File: src/rtl/mct_pkg.sv
package mct_pkg;

    typedef enum logic [1:0] {
        CK_INT   = 2'd0,
        CK_FETCH = 2'd1,
        CK_OPND  = 2'd2,
        CK_IO    = 2'd3
    } cyc_kind_e;

    typedef enum logic [2:0] {
        S_IDLE = 3'd0,
        S_INT  = 3'd1,
        S_ADDR = 3'd2,
        S_DATA = 3'd3,
        S_WAIT = 3'd4
    } tstate_e;

    typedef struct packed {
        logic as_o;
        logic ds_n;
        logic dd_n;
        logic mem_io;
        logic rd_wr_n;
        logic inst_opn;
        logic sync_n;
        logic busy;
    } strobe_t;

    localparam strobe_t STROBE_IDLE = '{
        as_o: 1'b0, ds_n: 1'b1, dd_n: 1'b1, mem_io: 1'b1,
        rd_wr_n: 1'b1, inst_opn: 1'b0, sync_n: 1'b0, busy: 1'b0
    };

endpackage

File: src/rtl/mct_start_gate.sv
module mct_start_gate (
    input  logic req_valid,
    input  logic pause_n,
    input  logic idle,
    input  logic final_prd,
    output logic go
);
    // A new cycle may only begin at a cycle boundary, and never while paused.
    always_comb begin
        go = req_valid && pause_n && (idle || final_prd);
    end
endmodule

File: src/rtl/mct_len_calc.sv
module mct_len_calc #(
    parameter int BASE_PRDS   = 5,
    parameter int BRANCH_XTRA = 1,
    parameter int CNT_W       = 3
) (
    input  logic             branch,
    output logic [CNT_W-1:0] int_len
);
    localparam logic [CNT_W-1:0] LEN_PLAIN  = CNT_W'(BASE_PRDS);
    localparam logic [CNT_W-1:0] LEN_BRANCH = CNT_W'(BASE_PRDS + BRANCH_XTRA);

    always_comb begin
        int_len = branch ? LEN_BRANCH : LEN_PLAIN;
    end
endmodule

File: src/rtl/mct_strobe_dec.sv
module mct_strobe_dec
    import mct_pkg::*;
#(
    parameter int CNT_W = 3
) (
    input  tstate_e          st,
    input  logic [CNT_W-1:0] prd,
    input  cyc_kind_e        kind,
    input  logic             wr,
    output strobe_t          stb
);
    logic active;
    logic data_prt;

    always_comb begin
        active   = (st != S_IDLE);
        data_prt = (st == S_DATA) || (st == S_WAIT);

        stb          = STROBE_IDLE;
        stb.busy     = active;
        stb.as_o     = (st == S_ADDR) && (prd == CNT_W'(1));
        stb.sync_n   = data_prt;
        stb.ds_n     = !data_prt;
        stb.dd_n     = !(data_prt && wr);
        stb.mem_io   = !(active && (st != S_INT) && (kind == CK_IO));
        stb.rd_wr_n  = !(active && (st != S_INT) && wr);
        stb.inst_opn = active && (st != S_INT) && (kind == CK_FETCH);
    end
endmodule

File: src/rtl/mct_machine_cycle.sv
module mct_machine_cycle
    import mct_pkg::*;
#(
    parameter int ADDR_PRDS   = 2,
    parameter int BASE_PRDS   = 5,
    parameter int BRANCH_XTRA = 1
) (
    input  logic       clk,
    input  logic       rst_n,
    input  logic       req_valid,
    input  logic [1:0] req_kind,
    input  logic       req_write,
    input  logic       branch_eval,
    input  logic       rdy_n,
    input  logic       pause_n,
    output logic       as_o,
    output logic       ds_n,
    output logic       dd_n,
    output logic       mem_io,
    output logic       rd_wr_n,
    output logic       inst_opn,
    output logic       sync_n,
    output logic       cycle_done,
    output logic       busy
);
    // The ready decision edge closes the period before BASE_PRDS, so the
    // address portion must end before that period.
    localparam int CNT_W = $clog2(BASE_PRDS + BRANCH_XTRA + 1);
    localparam logic [CNT_W-1:0] PRD_ONE    = CNT_W'(1);
    localparam logic [CNT_W-1:0] PRD_ADDR   = CNT_W'(ADDR_PRDS);
    localparam logic [CNT_W-1:0] PRD_DECIDE = CNT_W'(BASE_PRDS - 1);
    localparam logic [CNT_W-1:0] PRD_BASE   = CNT_W'(BASE_PRDS);

    tstate_e          st_q, st_nx;
    logic [CNT_W-1:0] prd_q, prd_nx;
    cyc_kind_e        kind_q, kind_nx;
    logic             wr_q, wr_nx;
    logic             br_q, br_nx;
    logic             fin_q, fin_nx;
    logic             go;
    logic [CNT_W-1:0] int_len;
    strobe_t          stb_nx, stb_q;
    cyc_kind_e        req_kind_e;

    assign req_kind_e = cyc_kind_e'(req_kind);

    mct_start_gate u_gate (
        .req_valid (req_valid),
        .pause_n   (pause_n),
        .idle      (st_q == S_IDLE),
        .final_prd (fin_q),
        .go        (go)
    );

    mct_len_calc #(
        .BASE_PRDS   (BASE_PRDS),
        .BRANCH_XTRA (BRANCH_XTRA),
        .CNT_W       (CNT_W)
    ) u_len (
        .branch  (br_q),
        .int_len (int_len)
    );

    // Next-state logic: one step per oscillator period.
    always_comb begin
        st_nx   = st_q;
        prd_nx  = prd_q;
        kind_nx = kind_q;
        wr_nx   = wr_q;
        br_nx   = br_q;
        fin_nx  = 1'b0;

        if (go) begin
            // START
            kind_nx = req_kind_e;
            wr_nx   = req_write && (req_kind_e == CK_OPND || req_kind_e == CK_IO);
            br_nx   = branch_eval && (req_kind_e == CK_INT);
            prd_nx  = PRD_ONE;
            st_nx   = (req_kind_e == CK_INT) ? S_INT : S_ADDR;
        end else if (fin_q) begin
            // INT_END / BUS_END
            st_nx  = S_IDLE;
            prd_nx = '0;
        end else begin
            unique case (st_q)
                S_IDLE: begin
                    st_nx = S_IDLE;
                end
                S_INT: begin
                    // INT_STEP; rdy_n has no influence here
                    prd_nx = prd_q + PRD_ONE;
                    fin_nx = ((prd_q + PRD_ONE) == int_len);
                end
                S_ADDR: begin
                    prd_nx = prd_q + PRD_ONE;
                    if (prd_q == PRD_ADDR) begin
                        st_nx = S_DATA;          // ADDR_TO_DATA
                    end
                end
                S_DATA: begin
                    if (prd_q == PRD_DECIDE) begin
                        prd_nx = PRD_BASE;
                        if (rdy_n) begin
                            st_nx = S_WAIT;      // DATA_TO_WAIT
                        end else begin
                            fin_nx = 1'b1;       // final period 5
                        end
                    end else begin
                        prd_nx = prd_q + PRD_ONE; // DATA_STEP
                    end
                end
                S_WAIT: begin
                    if (!rdy_n) begin
                        st_nx  = S_DATA;         // WAIT_TO_FINAL
                        fin_nx = 1'b1;
                    end
                end
                default: begin
                    st_nx = S_IDLE;
                end
            endcase
        end
    end

    // State register.
    always_ff @(posedge clk or negedge rst_n) begin
        if (!rst_n) begin
            st_q   <= S_IDLE;
            prd_q  <= '0;
            kind_q <= CK_INT;
            wr_q   <= 1'b0;
            br_q   <= 1'b0;
            fin_q  <= 1'b0;
        end else begin
            st_q   <= st_nx;
            prd_q  <= prd_nx;
            kind_q <= kind_nx;
            wr_q   <= wr_nx;
            br_q   <= br_nx;
            fin_q  <= fin_nx;
        end
    end

    mct_strobe_dec #(
        .CNT_W (CNT_W)
    ) u_dec (
        .st   (st_nx),
        .prd  (prd_nx),
        .kind (kind_nx),
        .wr   (wr_nx),
        .stb  (stb_nx)
    );

    // Output register.
    always_ff @(posedge clk or negedge rst_n) begin
        if (!rst_n) begin
            stb_q <= STROBE_IDLE;
        end else begin
            stb_q <= stb_nx;
        end
    end

    assign as_o       = stb_q.as_o;
    assign ds_n       = stb_q.ds_n;
    assign dd_n       = stb_q.dd_n;
    assign mem_io     = stb_q.mem_io;
    assign rd_wr_n    = stb_q.rd_wr_n;
    assign inst_opn   = stb_q.inst_opn;
    assign sync_n     = stb_q.sync_n;
    assign busy       = stb_q.busy;
    assign cycle_done = fin_q;

endmodule

File: config.mk
export PLATFORM = sky130hd
export DESIGN_NAME = mct_machine_cycle
export DESIGN_NICKNAME = d
export VERILOG_FILES = /design/src/rtl/mct_pkg.sv /design/src/rtl/mct_start_gate.sv /design/src/rtl/mct_len_calc.sv /design/src/rtl/mct_strobe_dec.sv /design/src/rtl/mct_machine_cycle.sv
export SDC_FILE = /design/constraint.sdc
export NUM_CORES = 1
export LEC_CHECK = 0
export BUFFER_PORTS_ARGS = -buffer_cell sky130_fd_sc_hd__buf_2
export CAP_MARGIN = 25
export CELL_PAD_IN_SITES_DETAIL_PLACEMENT = 1
export CELL_PAD_IN_SITES_GLOBAL_PLACEMENT = 1
export CORE_MARGIN = 1
export CORE_UTILIZATION = 39
export CTS_BUF_LIST = sky130_fd_sc_hd__clkbuf_8
export DETAILED_ROUTE_END_ITERATION = 12
export MAX_ROUTING_LAYER = met4
export PLACE_DENSITY = 0.81
export SYNTH_ARGS = -nofsm -noshare
export SYNTH_HDL_FRONTEND = slang
export SYNTH_SLANG_ARGS = --single-unit
export TNS_END_PERCENT = 20
File: constraint.sdc
create_clock -name clk -period 1.6 [get_ports clk]
set_input_delay 0.32 -clock clk [delete_from_list [all_inputs] [get_ports clk]]
set_output_delay 0.32 -clock clk [all_outputs]
set_load 0.1 [all_outputs]
==> impl_results.md <==
* Synth cell count leaders: dfrtp_1 (15), nand2_1 (15), inv_1 (5), o21ai_0 (5)
* Share of the synthesized area in the top cell type at 39.47%
* CP Class: reg -> reg
* Num rows at 17
* CP Capture Type: register
* Relative slew margins at 67.69%
* H-tree lvl count at 1
* Hold WS at 0.2786 ns
* Max_cap viols at 0
* Final Hold Fails at 0
* Hpwl dp at 1820 um
* Bufs on Longest Clock Path at 2
* Violated checks: negative setup slack
* Width of the die at 51.38 um
* Worst Max-Slew Pin Slew at 0.4880 ns
* RSZ-0062 raised after global routing: true
* Final count of negative-setup-slack endpoints at 1
* Final period util at 102.8%
* Synth async-reset ratio at 100.0%
* CP startpoint kind: register
* Largest area contributor in the netlist: dfrtp_1
* Class of the worst hold path: in -> reg
* Post-route minimum period at 1.645 ns
* Final WL at 2527 um
* Tot GR Track Use at 23.82%
* Wirelength per Cell at 17.31 um
* Mapped Area at 950.9 um2
* Routed Antenna Nets at 0
* Initial antenna violation count at 0
* Data arrival time of the worst path at 1.82 ns
* Die height at 51.38 um
* Vias in the first global route at 907
* VDD IR-drop max at 1.462 mV
* Die Footprint at 0.002640 mm2
* Sinks on Clock Net at 19
* Fraction of layout cells with a size suffix above 1 at 38.98%
* DRT Pass-1 Iters at 4
* Remaining DRCs at 0
* PD cells at 2310 mW/mm2
* Largest net degree at the start of global routing at 20
* I/O Buffers at 17
* Synth Instances at 92
* Max-slew violations at 0
* Routed vias at 805
* Clock Latency Late Sink at 0.26 ns
* Worst path required time at 1.78 ns
* Total I/O pin count at 18
* Synth Net Count at 104
* Starting density of the core at 42.18%
* CTS tree: yes
* CP Max Fanout at 4
* Synthesized area per cell at 10.34 um2
* Final nets at 131
* First-pass GRT wire length at 4367 um
* Final WS setup at -0.04456 ns
* Clk_skew at 0.003458 ns
* Clock root cell: clkbuf_8
* Clock-pin slew on the worst setup and hold paths at 0.08 ns
* Iter 0 DRT Violations at 9
* Status: complete, but fails checks
* Yosys reg bits at 19
* TNS Setup at -0.04456 ns
* Synth Flop Type: dfrtp_1
* Area Overhead vs Synth at 27.76%
* Peak Freq at 0.6081 GHz
* Register area share after synthesis at 50.53%
* Congestion Overflow GR at 0
* Routability Congestion at 0.8202
* Final instance area at 0.001215 mm2
* Top post-synthesis cells by area: dfrtp_1 (39%), dfstp_2 (11%), nand2_1 (5.9%), ha_1 (3.9%), o211ai_2 (2.6%)
* Via density at 5.514
* Leak at 0.5547 nW
* Yosys cell types at 39
* Placed Area at 0.001100 mm2
* N_diodes at 0
* EDFF count, synth at 0
* Num CTS Buffers at 3
* Core footprint at 0.002255 mm2
* Yosys Warn Count at 0
## per-layer routing
metal / GRT usage (%) / routed length (um) / vias to the layer above
met4: 12.61 / 75 / 0
met5: - / 0 / -
met3: 4.762 / 83 / 9
li1: - / - / 379
met2: 38.31 / 1272 / 19
met1: 27.98 / 1096 / 398
## stage by stage
stage          total power, mW  worst slack, ns  std cells  utilization [%]
6_report                 2.806         -0.04456        146            53.88
5_1_grt                  2.967          -0.1452        146            53.88
3_5_place_dp             2.311          -0.1106        140            48.78
3_3_place_gp             2.257         -0.02868        140            48.78
4_1_cts                  2.794         -0.02413        146            53.55
2_1_floorplan            1.970          0.04346         92                -
## cell usage in the layout, fill, tap and decap left out, types with 2 or more instances in the layout
cell      instances
inv_1             4
buf_2            17
buf_4             6
dfrtp_1          11
ha_1              2
clkbuf_8          3
dfrtp_2           4
nor2_1            3
nand3_1           4
nor3_1            2
nor2b_1           2
dfstp_2           4
nand2_1          15
o21ai_1           2
a21oi_1           2
o211ai_2          2
o21ai_0           5
## sequential cells by signal, indices dropped and copies added (netlist names)
register    count
prd_q           3
st_q            3
kind_q          2
as_o            1
br_q            1
busy            1
cycle_done      1
dd_n            1
ds_n            1
inst_opn        1
mem_io          1
rd_wr_n         1
sync_n          1
wr_q            1
## worst max-delay path, cell delays in order (launching register included)
cell      delay (ns)
dfrtp_1         0.42
inv_1           0.10
ha_4            0.16
nand4_4         0.13
and3_4          0.23
o21ai_2         0.16
o311ai_1        0.13
nor4b_2         0.22
## cell families (layout without fill, tap and decap cells)
kind of cell / Yosys count / after routing / share of synthesized area [%]
AO/OA/AOI/OAI: 23 / 23 / 18.03
buffers and inverters: 7 / 33 / 3.027
AND/OR/NAND/NOR: 39 / 39 / 23.55
adder cells (fa/ha/maj): 3 / 3 / 3.948
XOR/XNOR: 1 / 1 / 0.9212
flip-flops: 19 / 19 / 50.53
## timing repair
item                       in CTS  in global routing
hold endpoints to repair       12                  0
setup endpoints to repair       6                  8
pin swaps                       0                  1
setup buffers                   1                  0
hold buffers                    1                  0
resized for setup               9                  2
## worst paths after layout
| check | cells past startpoint | startpoint | endpoint | slack [ns] |
|---|---|---|---|---|
| setup reg to reg | 7 | prd_q[1]$_DFF_PN0_ | as_o$_DFF_PN0_ | -0.04 |
| max in group asynchronous | 2 | rst_n | dd_n$_DFF_PN1_ | 0.74 |
| hold / removal | 2 | req_kind[0] | st_q[0]$_DFF_PN0_ | 0.28 |
| hold reg to reg | 2 | kind_q[0]$_DFF_PN0_ | kind_q[0]$_DFF_PN0_ | 0.49 |
| setup / recovery | 7 | prd_q[1]$_DFF_PN0_ | as_o$_DFF_PN0_ | -0.04 |
| min in group asynchronous | 2 | rst_n | inst_opn$_DFF_PN0_ | 0.53 |
## report_power, final
group / switching, mW / total [mW] / internal (mW) / leakage (nW)
clock network: 0.178 / 0.354 / 0.176 / 0.0217
logic: 1.08 / 1.57 / 0.492 / 0.311
registers: 0.185 / 0.881 / 0.696 / 0.222
## cell type report
class,count,area (um2)
fill,265,1040
tap,28,35.03
multi-input combinational,66,486.7
clock inverter,1,7.507
sequential,19,485.5
timing repair buffer,24,140.1
inverter,5,18.77
clock buffer,3,41.29
(Power assumes the default switching activity.)
